`config.mk`:
```
export PLATFORM = sky130hd
export DESIGN_NAME = smp_fifo_rd_port
export DESIGN_NICKNAME = d
export VERILOG_FILES = /design/src/rtl/smp_pkg.sv /design/src/rtl/smp_fifo_mem.sv /design/src/rtl/smp_rd_decode.sv /design/src/rtl/smp_fifo_rd_port.sv
export SDC_FILE = /design/constraint.sdc
export NUM_CORES = 1
export LEC_CHECK = 0
export BUFFER_PORTS_ARGS = -buffer_cell sky130_fd_sc_hd__buf_2
export CAP_MARGIN = 20
export CELL_PAD_IN_SITES_DETAIL_PLACEMENT = 2
export CELL_PAD_IN_SITES_GLOBAL_PLACEMENT = 2
export CORE_MARGIN = 2
export CORE_UTILIZATION = 49
export CTS_BUF_LIST = sky130_fd_sc_hd__clkbuf_4 sky130_fd_sc_hd__clkbuf_8
export CTS_CLUSTER_SIZE = 25
export DETAILED_ROUTE_END_ITERATION = 7
export PLACE_DENSITY_LB_ADDON = 0.1
export SYNTH_ARGS = -nofsm -noshare
export SYNTH_HDL_FRONTEND = slang
export SYNTH_SLANG_ARGS = --single-unit
```
`constraint.sdc`:
```
create_clock -name clk_i -period 6 [get_ports clk_i]
set_input_delay 0.3 -clock clk_i [delete_from_list [all_inputs] [get_ports clk_i]]
set_output_delay 0.3 -clock clk_i [all_outputs]
set_load 0.01 [all_outputs]
```
`src/rtl/smp_pkg.sv`:
```
package smp_pkg;
  typedef enum logic [2:0] {
    ACC_NONE,
    ACC_HI16,
    ACC_LO16,
    ACC_W32,
    ACC_BAD
  } acc_e;
endpackage

```
`src/rtl/smp_fifo_mem.sv`:
```
module smp_fifo_mem #(
  parameter int DEPTH  = 8,
  parameter int WORD_W = 32
) (
  input  logic              clk_i,
  input  logic              rst_ni,
  input  logic              push_i,
  input  logic [WORD_W-1:0] wdata_i,
  input  logic              pop_i,
  output logic [WORD_W-1:0] head_o,
  output logic              empty_o,
  output logic              full_o
);
  localparam int PTR_W = (DEPTH > 1) ? $clog2(DEPTH) : 1;
  localparam int CNT_W = $clog2(DEPTH + 1);
  localparam logic [PTR_W-1:0] LAST = PTR_W'(DEPTH - 1);
  localparam logic [CNT_W-1:0] FULL_CNT = CNT_W'(DEPTH);

  logic [WORD_W-1:0] mem_q [DEPTH];
  logic [PTR_W-1:0]  wr_ptr_q, rd_ptr_q;
  logic [CNT_W-1:0]  cnt_q;
  logic              push_acc, pop_acc;

  assign empty_o  = (cnt_q == '0);
  assign full_o   = (cnt_q == FULL_CNT);
  assign push_acc = push_i && !full_o;
  assign pop_acc  = pop_i && !empty_o;
  assign head_o   = mem_q[rd_ptr_q];

  always_ff @(posedge clk_i) begin
    if (push_acc) mem_q[wr_ptr_q] <= wdata_i;
  end

  always_ff @(posedge clk_i or negedge rst_ni) begin
    if (!rst_ni) begin
      wr_ptr_q <= '0;
      rd_ptr_q <= '0;
      cnt_q    <= '0;
    end else begin
      if (push_acc) wr_ptr_q <= (wr_ptr_q == LAST) ? '0 : wr_ptr_q + 1'b1;
      if (pop_acc)  rd_ptr_q <= (rd_ptr_q == LAST) ? '0 : rd_ptr_q + 1'b1;
      case ({push_acc, pop_acc})
        2'b10:   cnt_q <= cnt_q + 1'b1;
        2'b01:   cnt_q <= cnt_q - 1'b1;
        default: cnt_q <= cnt_q;
      endcase
    end
  end

  a_r2_no_push_when_full: assert property (@(posedge clk_i) disable iff (!rst_ni)
    (full_o && !pop_i) |=> full_o);
  a_r8_no_pop_when_empty: assert property (@(posedge clk_i) disable iff (!rst_ni)
    empty_o |-> !pop_i);
  a_r9_push_pop_steady: assert property (@(posedge clk_i) disable iff (!rst_ni)
    (push_i && pop_i && !empty_o && !full_o) |=> $stable(cnt_q));
  a_r2_bounded: assert property (@(posedge clk_i) disable iff (!rst_ni)
    cnt_q <= FULL_CNT);
endmodule

```
`src/rtl/smp_rd_decode.sv`:
```
module smp_rd_decode
  import smp_pkg::*;
#(
  parameter int               SMP_W  = 16,
  parameter int               ADDR_W = 8,
  parameter logic [ADDR_W-1:0] OFF_HI = 8'h08,
  parameter logic [ADDR_W-1:0] OFF_LO = 8'h0A
) (
  input  logic                rd_en_i,
  input  logic [ADDR_W-1:0]   addr_i,
  input  logic                d32_i,
  input  logic                empty_i,
  input  logic [2*SMP_W-1:0]  head_i,
  output logic                pop_o,
  output logic                under_o,
  output logic [2*SMP_W-1:0]  rdata_o
);
  acc_e acc;

  always_comb begin
    acc = ACC_NONE;
    if (rd_en_i) begin
      if (addr_i == OFF_HI || addr_i == OFF_LO) begin
        if (d32_i)                 acc = ACC_W32;
        else if (addr_i == OFF_HI) acc = ACC_HI16;
        else                       acc = ACC_LO16;
      end else begin
        acc = ACC_BAD;
      end
    end
  end

  always_comb begin
    pop_o   = 1'b0;
    under_o = 1'b0;
    rdata_o = '0;
    if (acc inside {ACC_HI16, ACC_LO16, ACC_W32}) begin
      if (empty_i) begin
        under_o = 1'b1;
      end else begin
        // only the access that finishes a word pops it
        pop_o = (acc != ACC_HI16);
        case (acc)
          ACC_HI16: rdata_o = {{SMP_W{1'b0}}, head_i[2*SMP_W-1:SMP_W]};
          ACC_LO16: rdata_o = {{SMP_W{1'b0}}, head_i[SMP_W-1:0]};
          default:  rdata_o = head_i;
        endcase
      end
    end
  end

  // immediate checks on the decoder outputs
  always_comb begin
    if (rd_en_i && !d32_i && addr_i == OFF_HI)
      a_r3_hi_no_pop: assert (!pop_o);
    if (addr_i != OFF_HI && addr_i != OFF_LO)
      a_r6_bad_inert: assert (!pop_o && !under_o && rdata_o == '0);
  end
endmodule

```
`src/rtl/smp_fifo_rd_port.sv`:
```
module smp_fifo_rd_port #(
  parameter int                DEPTH  = 8,
  parameter int                SMP_W  = 16,
  parameter int                ADDR_W = 8,
  parameter logic [ADDR_W-1:0] OFF_HI = 8'h08,
  parameter logic [ADDR_W-1:0] OFF_LO = 8'h0A
) (
  input  logic                clk_i,
  input  logic                rst_ni,
  input  logic                wr_valid_i,
  input  logic [2*SMP_W-1:0]  wr_data_i,
  output logic                full_o,
  output logic                empty_o,
  input  logic                rd_en_i,
  input  logic [ADDR_W-1:0]   addr_i,
  input  logic                d32_i,
  output logic [2*SMP_W-1:0]  rdata_o,
  output logic                rvalid_o,
  output logic                underflow_o,
  input  logic                uf_clr_i
);
  localparam int WORD_W = 2 * SMP_W;

  logic              pop, under;
  logic [WORD_W-1:0] head, rdata_d;

  smp_fifo_mem #(.DEPTH(DEPTH), .WORD_W(WORD_W)) u_mem (
    .clk_i   (clk_i),
    .rst_ni  (rst_ni),
    .push_i  (wr_valid_i),
    .wdata_i (wr_data_i),
    .pop_i   (pop),
    .head_o  (head),
    .empty_o (empty_o),
    .full_o  (full_o)
  );

  smp_rd_decode #(.SMP_W(SMP_W), .ADDR_W(ADDR_W), .OFF_HI(OFF_HI), .OFF_LO(OFF_LO)) u_dec (
    .rd_en_i (rd_en_i),
    .addr_i  (addr_i),
    .d32_i   (d32_i),
    .empty_i (empty_o),
    .head_i  (head),
    .pop_o   (pop),
    .under_o (under),
    .rdata_o (rdata_d)
  );

  always_ff @(posedge clk_i or negedge rst_ni) begin
    if (!rst_ni) begin
      rvalid_o    <= 1'b0;
      rdata_o     <= '0;
      underflow_o <= 1'b0;
    end else begin
      rvalid_o <= rd_en_i;
      rdata_o  <= rd_en_i ? rdata_d : '0;
      if (under)         underflow_o <= 1'b1;
      else if (uf_clr_i) underflow_o <= 1'b0;
    end
  end

  a_r7_rvalid_follows: assert property (@(posedge clk_i) disable iff (!rst_ni)
    rd_en_i |=> rvalid_o);
  a_r7_idle_zero: assert property (@(posedge clk_i) disable iff (!rst_ni)
    !rvalid_o |-> rdata_o == '0);
  a_r8_uf_sticky: assert property (@(posedge clk_i) disable iff (!rst_ni)
    (underflow_o && !uf_clr_i) |=> underflow_o);
  a_r8_empty_read_zero: assert property (@(posedge clk_i) disable iff (!rst_ni)
    (rd_en_i && empty_o) |=> rdata_o == '0);
  a_r6_bad_offset_zero: assert property (@(posedge clk_i) disable iff (!rst_ni)
    (rd_en_i && addr_i != OFF_HI && addr_i != OFF_LO) |=> rdata_o == '0);
endmodule

```
* After elaboration in Yosys (flattened, before gate mapping)
Memories as Yosys holds them, arrays and structs flattened.
Cells that the tools add are included.
** Word-level totals
- Logic and storage cells :: 50
- Memories kept :: 1
- Output and inout port bits :: 36
- Register bits :: 44
- RAM bits :: 256
- Input port bits :: 46
** Operators by class
- Reduce and logical (&&, ||, !) cells :: 9
- $add $sub $neg :: 4
- Multiplexer cells :: 19
- Equality and inequality tests :: 11
** Memory list
- u_mem.mem_q :: words 8, width 32, read ports 1, clocked after memory_dff 0, wr ports 1, RTL line smp_fifo_mem.sv:19 : logic [WORD_W-1:0] mem_q [DEPTH];
** Operator list (count)
- 32-bit 2-to-1 mux :: 3
- 32-bit case mux with 2 select lines :: 1
- 8-bit by 4-bit equality test with 1-bit output, second input constant :: 2
- 3-bit 2-to-1 mux :: 5
- 1-bit 2-to-1 mux :: 8
- 4-bit case mux with 2 select lines :: 1
- 3-bit by 1-bit adder with 3-bit output, second input constant :: 2
- 3-bit by 2-bit equality test with 1-bit output, second input constant :: 2
- 3-bit equality test, second input constant :: 2
- 4-bit by 1-bit adder with 4-bit output, second input constant :: 1
- 4-bit equality test, second input constant :: 1
- 4-bit zero test :: 1
- 2-bit nonzero test :: 2
- 4-bit by 1-bit subtractor with 4-bit output, second input constant :: 1
- 3-bit by 1-bit equality test with 1-bit output, second input constant :: 1
- 3-bit by 1-bit inequality test with 1-bit output, second input constant :: 1
- 3-bit nonzero test :: 1
- 2-bit by 1-bit equality test with 1-bit output, second input constant :: 1
- 2-bit equality test, second input constant :: 1
- 1-bit logical AND :: 2
- 1-bit zero test :: 2
- 2-bit 2-to-1 mux :: 1
- 1-bit logical OR :: 1

* Depth between registers and ports, before layout
Gate-level depths: netlist of the first run.
- Depth after elaboration :: 11
- Depth in mapped cells :: 11
- Gate-level depth less buffers :: 9

* By module
From an unflattened synthesis of the first run, not the netlist that was laid out.
** Unflattened totals
- Cell total of the unflattened synthesis :: 615
- Area, all modules :: 12334.3 um2
** Modules (own cells, without submodules)
- smp_fifo_mem :: seq. area each 7937.6 um2, cells an instance 440, instances 1, area an instance 10301.1 um2
- smp_fifo_rd_port :: seq. area each 850.8 um2, cells an instance 71, instances 1, area an instance 1117.3 um2
- smp_rd_decode :: seq. area each 0.0 um2, cells an instance 104, instances 1, area an instance 915.9 um2

* Worst setup path after synthesis of the first run
Ideal clock, no wire load.
- Path kind :: reg-to-reg
- Start point :: reg u_mem.cnt_q[0]
- End point :: mem u_mem.mem_q[0][0] (enable)
- Library setup time :: 501 ps
- Clock period less this slack :: 4302 ps
- Path slack :: 1698 ps
- Data required time :: 5499 ps
- Arrival :: 3801 ps
- Stages on the path, launching flop included :: 5
- Buffers on the path :: 0
- Cells stage by stage :: dfrtp_1 > nor3_1 > nand2_1 > nand2_1 > nor4_1
** Between the ends
- Longest elaborated chain between the ends :: 5
** Ends and longest elaborated chain
- from (decl) :: RTL line smp_fifo_mem.sv:21 : logic [CNT_W-1:0] cnt_q;
- from (signal assigned) :: RTL line smp_fifo_mem.sv:43 : 2'b10: cnt_q <= cnt_q + 1'b1;
- from (signal assigned) :: RTL line smp_fifo_mem.sv:44 : 2'b01: cnt_q <= cnt_q - 1'b1;
- from (signal assigned) :: RTL line smp_fifo_mem.sv:45 : default: cnt_q <= cnt_q;
- 4-bit equality test :: RTL line smp_fifo_mem.sv:25 : assign full_o = (cnt_q == FULL_CNT);
- 1-bit zero test :: RTL line smp_fifo_mem.sv:26 : assign push_acc = push_i && !full_o;
- 1-bit logical AND :: RTL line smp_fifo_mem.sv:26
- 1-bit 2-to-1 mux :: RTL line smp_fifo_mem.sv:31 : if (push_acc) mem_q[wr_ptr_q] <= wdata_i;
- 1-bit 2-to-1 mux (not written as such) :: RTL line smp_fifo_mem.sv:31
- to (decl) :: RTL line smp_fifo_mem.sv:19
Every way passes these cells.

* Worst setup path in the final report of the first run
- Start point :: reg u_mem.cnt_q[3]
- End point :: reg u_mem.cnt_q[3]
** Between the ends
- Longest elaborated chain between the ends :: 6
- Elaborated cells on any way between the ends :: 14
- Classes of those cells :: add/sub: 2; eq/ne: 3; mux: 3; reduce/logical: 6
** Ends and longest elaborated chain
- 4-bit zero test * :: RTL line smp_fifo_mem.sv:24 : assign empty_o = (cnt_q == '0);
- 1-bit 2-to-1 mux :: RTL line smp_rd_decode.sv:38 : if (empty_i) begin
- 1-bit 2-to-1 mux :: RTL line smp_rd_decode.sv:37 : if (acc inside {ACC_HI16, ACC_LO16, ACC_W32}) begin
- 1-bit logical AND * :: RTL line smp_fifo_mem.sv:27 : assign pop_acc = pop_i && !empty_o;
- named net u_mem.pop_acc :: RTL line smp_fifo_mem.sv:22 : logic push_acc, pop_acc;
- 2-bit by 1-bit equality test with 1-bit output or 2-bit equality test (tied branches) :: RTL line smp_fifo_mem.sv:42 : case ({push_acc, pop_acc})
- 4-bit case mux with 2 select lines or 2-bit nonzero test (tied branches)
The timed path passes the listed nets; every way through them passes the cells marked *.
A chain may end at the register's enable or synchronous reset.

==> impl_metrics.yaml, run 1 <==
worst_setup_path:
  r2r_start: "u_mem.cnt_q[3]"
  worst_ep_arrival_time_ps: 3500
  path_class: "reg -> reg"
  r2r-end: "u_mem.cnt_q[3]"
  crit_path_end: "u_mem.cnt_q[3]"
  cp-startpoint: "u_mem.cnt_q[3]"
  rrSetupSlack_ps: 2920
  max_stage_delay_ps: 580
  crit_fanout: 21
  path_buf_inv: 2
  critPathMostFrequentCell: "ha_1"
  crit_required_ps: 6420
  end_kind: "flop"
  critPathSlowestCell: "or4_4"
  path_depth: 9
  reg2reg_depth: 9
  cp-start-kind: "flop"
  path_cells: "or4_4, o2111ai_2, buf_4, inv_2, ha_1, ha_1, a21oi_1, o21ai_0, o311ai_0"
  critPathTopFamily: "compound AO/OA/AOI/OAI gates"
global_routing:
  grt_pass1_wl_um: 42490
  grt_max_degree: 38
  overflow: 0
  antenna_found_initial: 0
  grt_pass1_vias: 6475
  track_usage: 0.2419
die:
  dieArea_um2: 24960
  num_rows: 56
  die_w_um: 158.0
  initial_core_util: 0.4964
  ios: 82
  core_um2: 23400
  die_h_um: 158.0
synthesis:
  seq_area_frac_synth: 0.7565
  avgSynthCellArea_um2: 22.51
  synthCells: 516
  synth-seq-cells: 300
  async_flop_share: 0.1467
  synth.distinct_cells: 39
  synth_edf_count: 256
  synth-main-ff-cell: "edfxtp_1"
  mappedNetlistArea_um2: 11620
  ys_warn_count: 0
  syn-num-nets: 570
hold_path:
  whs_path_depth: 1
  min_path_type: "in -> reg"
timing:
  final.min_clock_period_ps: 3077
  finalHoldViolations: 0
  timing.fmax_ghz: 0.3250
  clock_skew_ps: 21.54
  finalSetupTns_ps: 0
  post-route-period-util: 0.5128
  finalMaxSlewViolations: 0
  setup_viol_count_final: 0
  relSlewSlack: 0.3600
  layout_setup_ws_ps: 2923
  worst_pin_slew_ps: 957.7
  whs_ps: 30.73
  grt_setup_unrepaired: "no"
route:
  dr.first_iter.drc_count: 363
  wl_um: 28820
  drc: 0
  avgRoutedWirePerCell_um: 28.48
  num_vias: 5722
  ant_nets: 0
  dr.pass1.iters: 4
  vias_per_cell: 5.654
pwr:
  sw_frac_of_total: 0.2514
  p_switching_mw: 1.324
  power_frac_clock: 0.373
  peakVddDrop_v: 0.0002100
  leakage_nw: 4.770
  power.density_nw_per_um2: 386.4
  p_seq_frac: 0.511
  pwr-share-comb: 0.116
  internal_power_mw: 3.941
layout:
  layout_common_cells: "256 x edfxtp_1, 81 x buf_2, 61 x mux4_2"
  drive_gt1_frac: 0.4113
  nNetsFinal: 707
  diodes: 0
  stdcell_count: 1012
  syn2layout_area_growth_pct: 17.25
  layout_commonest_cell: "edfxtp_1"
cts:
  cts_tree: "yes"
  clkSinkCount: 300
  clock_latency_ps: 560
  path_clk_slew_ps: 70
  hold_buffers: 14
  numCtsBuffers: 49
  cts_setup_buffers: 0
  clock_path_buffers: 3
  cts_resized: 0
  htreeDepth: 2
  root_buffer: "clkbuf_8"
flow_run:
  max_cap_violations: 0
placed_design:
  gp_congestion: 0.7169
  dpl.hpwl_um: 16160
  placed_cells: 906
  portBuffers: 81
  pre_cts_ws_ps: 2905
status:
  status: "completed"
per-stage QoR:
step	utilization	instance area [um^2]	total power, mW
3_5_place_dp	0.5282	12360	3.344
5_1_grt	0.5821	13620	5.461
2_1_floorplan	-	11620	3.044
6_report	0.5821	13620	5.264
4_1_cts	0.5814	13610	5.329
3_3_place_gp	0.5273	12340	3.277
worst reg2reg max path: stages, from the launching register on:
cell and delay [ps]:
dfrtp_1 430, or4_4 580, o2111ai_2 120, buf_4 410, inv_2 50, ha_1 300, ha_1 310, a21oi_1 230
o21ai_0 140, o311ai_0 380
cell type report:
cell class,count,area [um^2]
clock buffer,80,975.9
sequential,300,8795
timing repair buffer,109,670.6
clock inverter,11,130.1
fill,1918,9781
multi-input combinational,184,2618
inverter,9,33.78
tap,319,399.1
synthesized netlist by cell type (all sizes together) (2+ instances only):
cell type  instances  area [um^2]
mux2               5        56.30
ha                 7        87.58
nand2b             3        18.77
nand3              2        10.01
inv                9        33.78
o21ai              4        20.02
o22ai             16        156.4
clkbuf             2        7.510
nor4               2        12.51
nor3               7        40.04
mux2i             33        442.9
mux4              64         1453
dfrtp             44         1101
nor2              21        78.83
nor4b              2        47.55
nand4              2        18.77
nand2              5        18.77
buf               21        219.0
edfxtp           256         7687
power groups by stage:
stage / logic [mW] / clock network [mW] / registers, mW
after floorplan: 0.366 / 0 / 2.68
after CTS: 0.625 / 2.01 / 2.69
after detailed placement: 0.615 / 0 / 2.73
after global placement: 0.583 / 0 / 2.69
after global routing: 0.666 / 2.08 / 2.71
final: 0.609 / 1.96 / 2.69
routing by layer:
layer,track usage,share of wire
met5,0,0
met4,0.06692,0.019
met3,0.03559,0.042
met2,0.4184,0.52
met1,0.3238,0.42
kinds of logic after synthesis:
logic type | count (synthesis) | share of synthesized area
flip-flops | 300 | 0.7565
multiplexers | 102 | 0.1680
AND/OR/NAND/NOR | 48 | 0.02402
buffers and inverters | 32 | 0.02240
AO/OA/AOI/OAI | 24 | 0.01831
adder cells (fa/ha/maj) | 8 | 0.009262
XOR/XNOR | 2 | 0.001508
how the worst min path moves through the flow:
stage                   from                 end  slack [ps]
2_1_floorplan         rst_ni          rdata_o[0]           4
3_5_place_dp          rst_ni         rdata_o[23]         290
4_1_cts        wr_data_i[26]  u_mem.mem_q[6][26]           1
6_report        wr_data_i[9]   u_mem.mem_q[3][9]          30
3_3_place_gp         rd_en_i            rvalid_o         430
5_1_grt        wr_data_i[28]  u_mem.mem_q[0][28]          10
state kept, by name, summed over array words and instances, names as in the netlist:
register and flops:
rvalid_o 1, u_mem.wr_ptr_q 3, u_mem.cnt_q 4, rdata_o 32
u_mem.mem_q 256, underflow_o 1, u_mem.rd_ptr_q 3
Note: power is estimated with default switching activity, not from simulation.
==> inputs of run 2 (changes only) <==
- CORE_UTILIZATION: 49 -> 45
- clock period: 6 -> 2.73 ns (I/O delays scaled with it)
==> run 2 against run 1 <==
Critical path depth unchanged. Sequential cell count stayed put. Sequential power is 120% higher. Highest routed layer unchanged. Register-to-register slack worse by 2700 ps. Largest power group unchanged. Clock power grew 100%.
==> impl_metrics.yaml, run 2 (synthesized netlist as in run 1, its figures left out) <==
cts:
  clock_latency_ps: 570
  cts_tree: "yes"
  cts_setup_buffers: 0
  path_clk_slew_ps: 60
  htreeDepth: 2
  root_buffer: "clkbuf_8"
  clock_path_buffers: 3
  clkSinkCount: 300
  numCtsBuffers: 49
worst_setup_path:
  path_class: "reg -> reg"
  crit_required_ps: 3150
  cp-start-kind: "flop"
  worst_ep_arrival_time_ps: 2940
  crit_fanout: 8
  end_kind: "flop"
status:
  status: "completed"
route:
  dr.first_iter.drc_count: 343
  dr.pass1.iters: 4
  drc: 0
  vias_per_cell: 5.438
  num_vias: 5726
  avgRoutedWirePerCell_um: 27.33
  wl_um: 28770
  ant_nets: 0
layout:
  largest_reg_flops: 256
  layout_common_cells: "256 x edfxtp_1, 81 x buf_2, 61 x mux4_2"
  layout_commonest_cell: "edfxtp_1"
  seqCellArea_um2: 8795
  nNetsFinal: 737
  fill_cells: 2105
  stdcell_count: 1053
  diodes: 0
  drive_gt1_frac: 0.4080
  syn2layout_area_growth_pct: 20.39
  top_regs: "u_mem.mem_q x256, rdata_o x32, u_mem.cnt_q x4"
  final_core_util: 0.5538
  top_register: "u_mem.mem_q"
  multi_input_comb_area_um2: 2645
die:
  ios: 82
  core_um2: 25250
  die_w_um: 164.7
  dieArea_um2: 27120
  initial_core_util: 0.4600
  die_h_um: 164.7
  num_rows: 58
flow_run:
  max_cap_violations: 0
timing:
  post-route-period-util: 0.9240
  layout_setup_ws_ps: 207.4
  finalMaxSlewViolations: 0
  finalHoldViolations: 0
  timing.fmax_ghz: 0.3964
  setup_viol_count_final: 0
  final.min_clock_period_ps: 2523
  worst_pin_slew_ps: 466.2
  grt_setup_unrepaired: "no"
  finalSetupTns_ps: 0
  relSlewSlack: 0.6803
  clock_skew_ps: 27.35
pwr:
  peakVddDrop_v: 0.0004630
  p_total_mw: 11.35
  leakage_nw: 4.895
  power.density_nw_per_um2: 811.4
hold_path:
  min_path_type: "in -> async"
global_routing:
  grt_pass1_wl_um: 43210
  grt_pass1_vias: 6611
  track_usage: 0.2243
  antenna_found_initial: 0
  grt_max_degree: 45
  overflow: 0
placed_design:
  gp_congestion: 0.7492
  placed_cells: 925
  pre_cts_ws_ps: 16.71
  portBuffers: 81
  dpl.hpwl_um: 16360
-- run 2: worst paths after layout --
kind / start / endpoint / slack (ps) / depth (start not counted)
worst max-delay path: u_mem.cnt_q[3] / u_mem.cnt_q[3] / 210 / 9
worst min-delay path: rst_ni / rdata_o[22] / 20 / 2
worst max register to register: u_mem.cnt_q[3] / u_mem.cnt_q[3] / 210 / 9
worst min register to register: u_mem.cnt_q[2] / u_mem.cnt_q[2] / 580 / 2
max in group asynchronous: rst_ni / u_mem.rd_ptr_q[0] / 2170 / 3
min in group clk_i: d32_i / rdata_o[20] / 180 / 4
-- run 2: timing repair --
item,CTS,global route
resized for setup,0,4
hold endpoints to repair,302,0
endpoints found under the setup margin,0,1
hold buffers,36,0
-- run 2: worst max-delay path, stage by stage (launching register included) --
cell and delay (ps):
dfrtp_1 430, or4_4 570, o2111ai_2 130, inv_2 50, ha_2 240, ha_1 330
inv_1 80, nor4_2 300, nand4b_1 160, o311ai_1 100
-- run 2: layer usage --
layer  global-route usage  share of wire
met1               0.2918           0.42
met2               0.3979           0.53
met3              0.03993          0.040
met4              0.04783          0.014
met5                    0              0
-- run 2: layout make-up --
class                   count  area share
clock buffers              76     0.06674
well taps                 330     0.02952
multi-input cells         184      0.1891
repair buffers            139     0.07819
flip-flops and latches    300      0.6288
inverters                   9    0.002415
clock inverters            15    0.005189
-- run 2: metrics by stage --
stage	area [um^2]	hold slack, ps
after global placement	12590	268.7
after detailed placement	12590	271.2
after global routing	13990	32.85
after CTS	13950	158.1
after floorplan	11630	-159.1
final	13990	17.61
-- run 2: power by group --
group          switching, mW  internal [mW]  leakage [nW]
registers              0.254           5.64          2.92
clock network           1.77           2.18         0.545
logic                  0.927          0.575          1.43
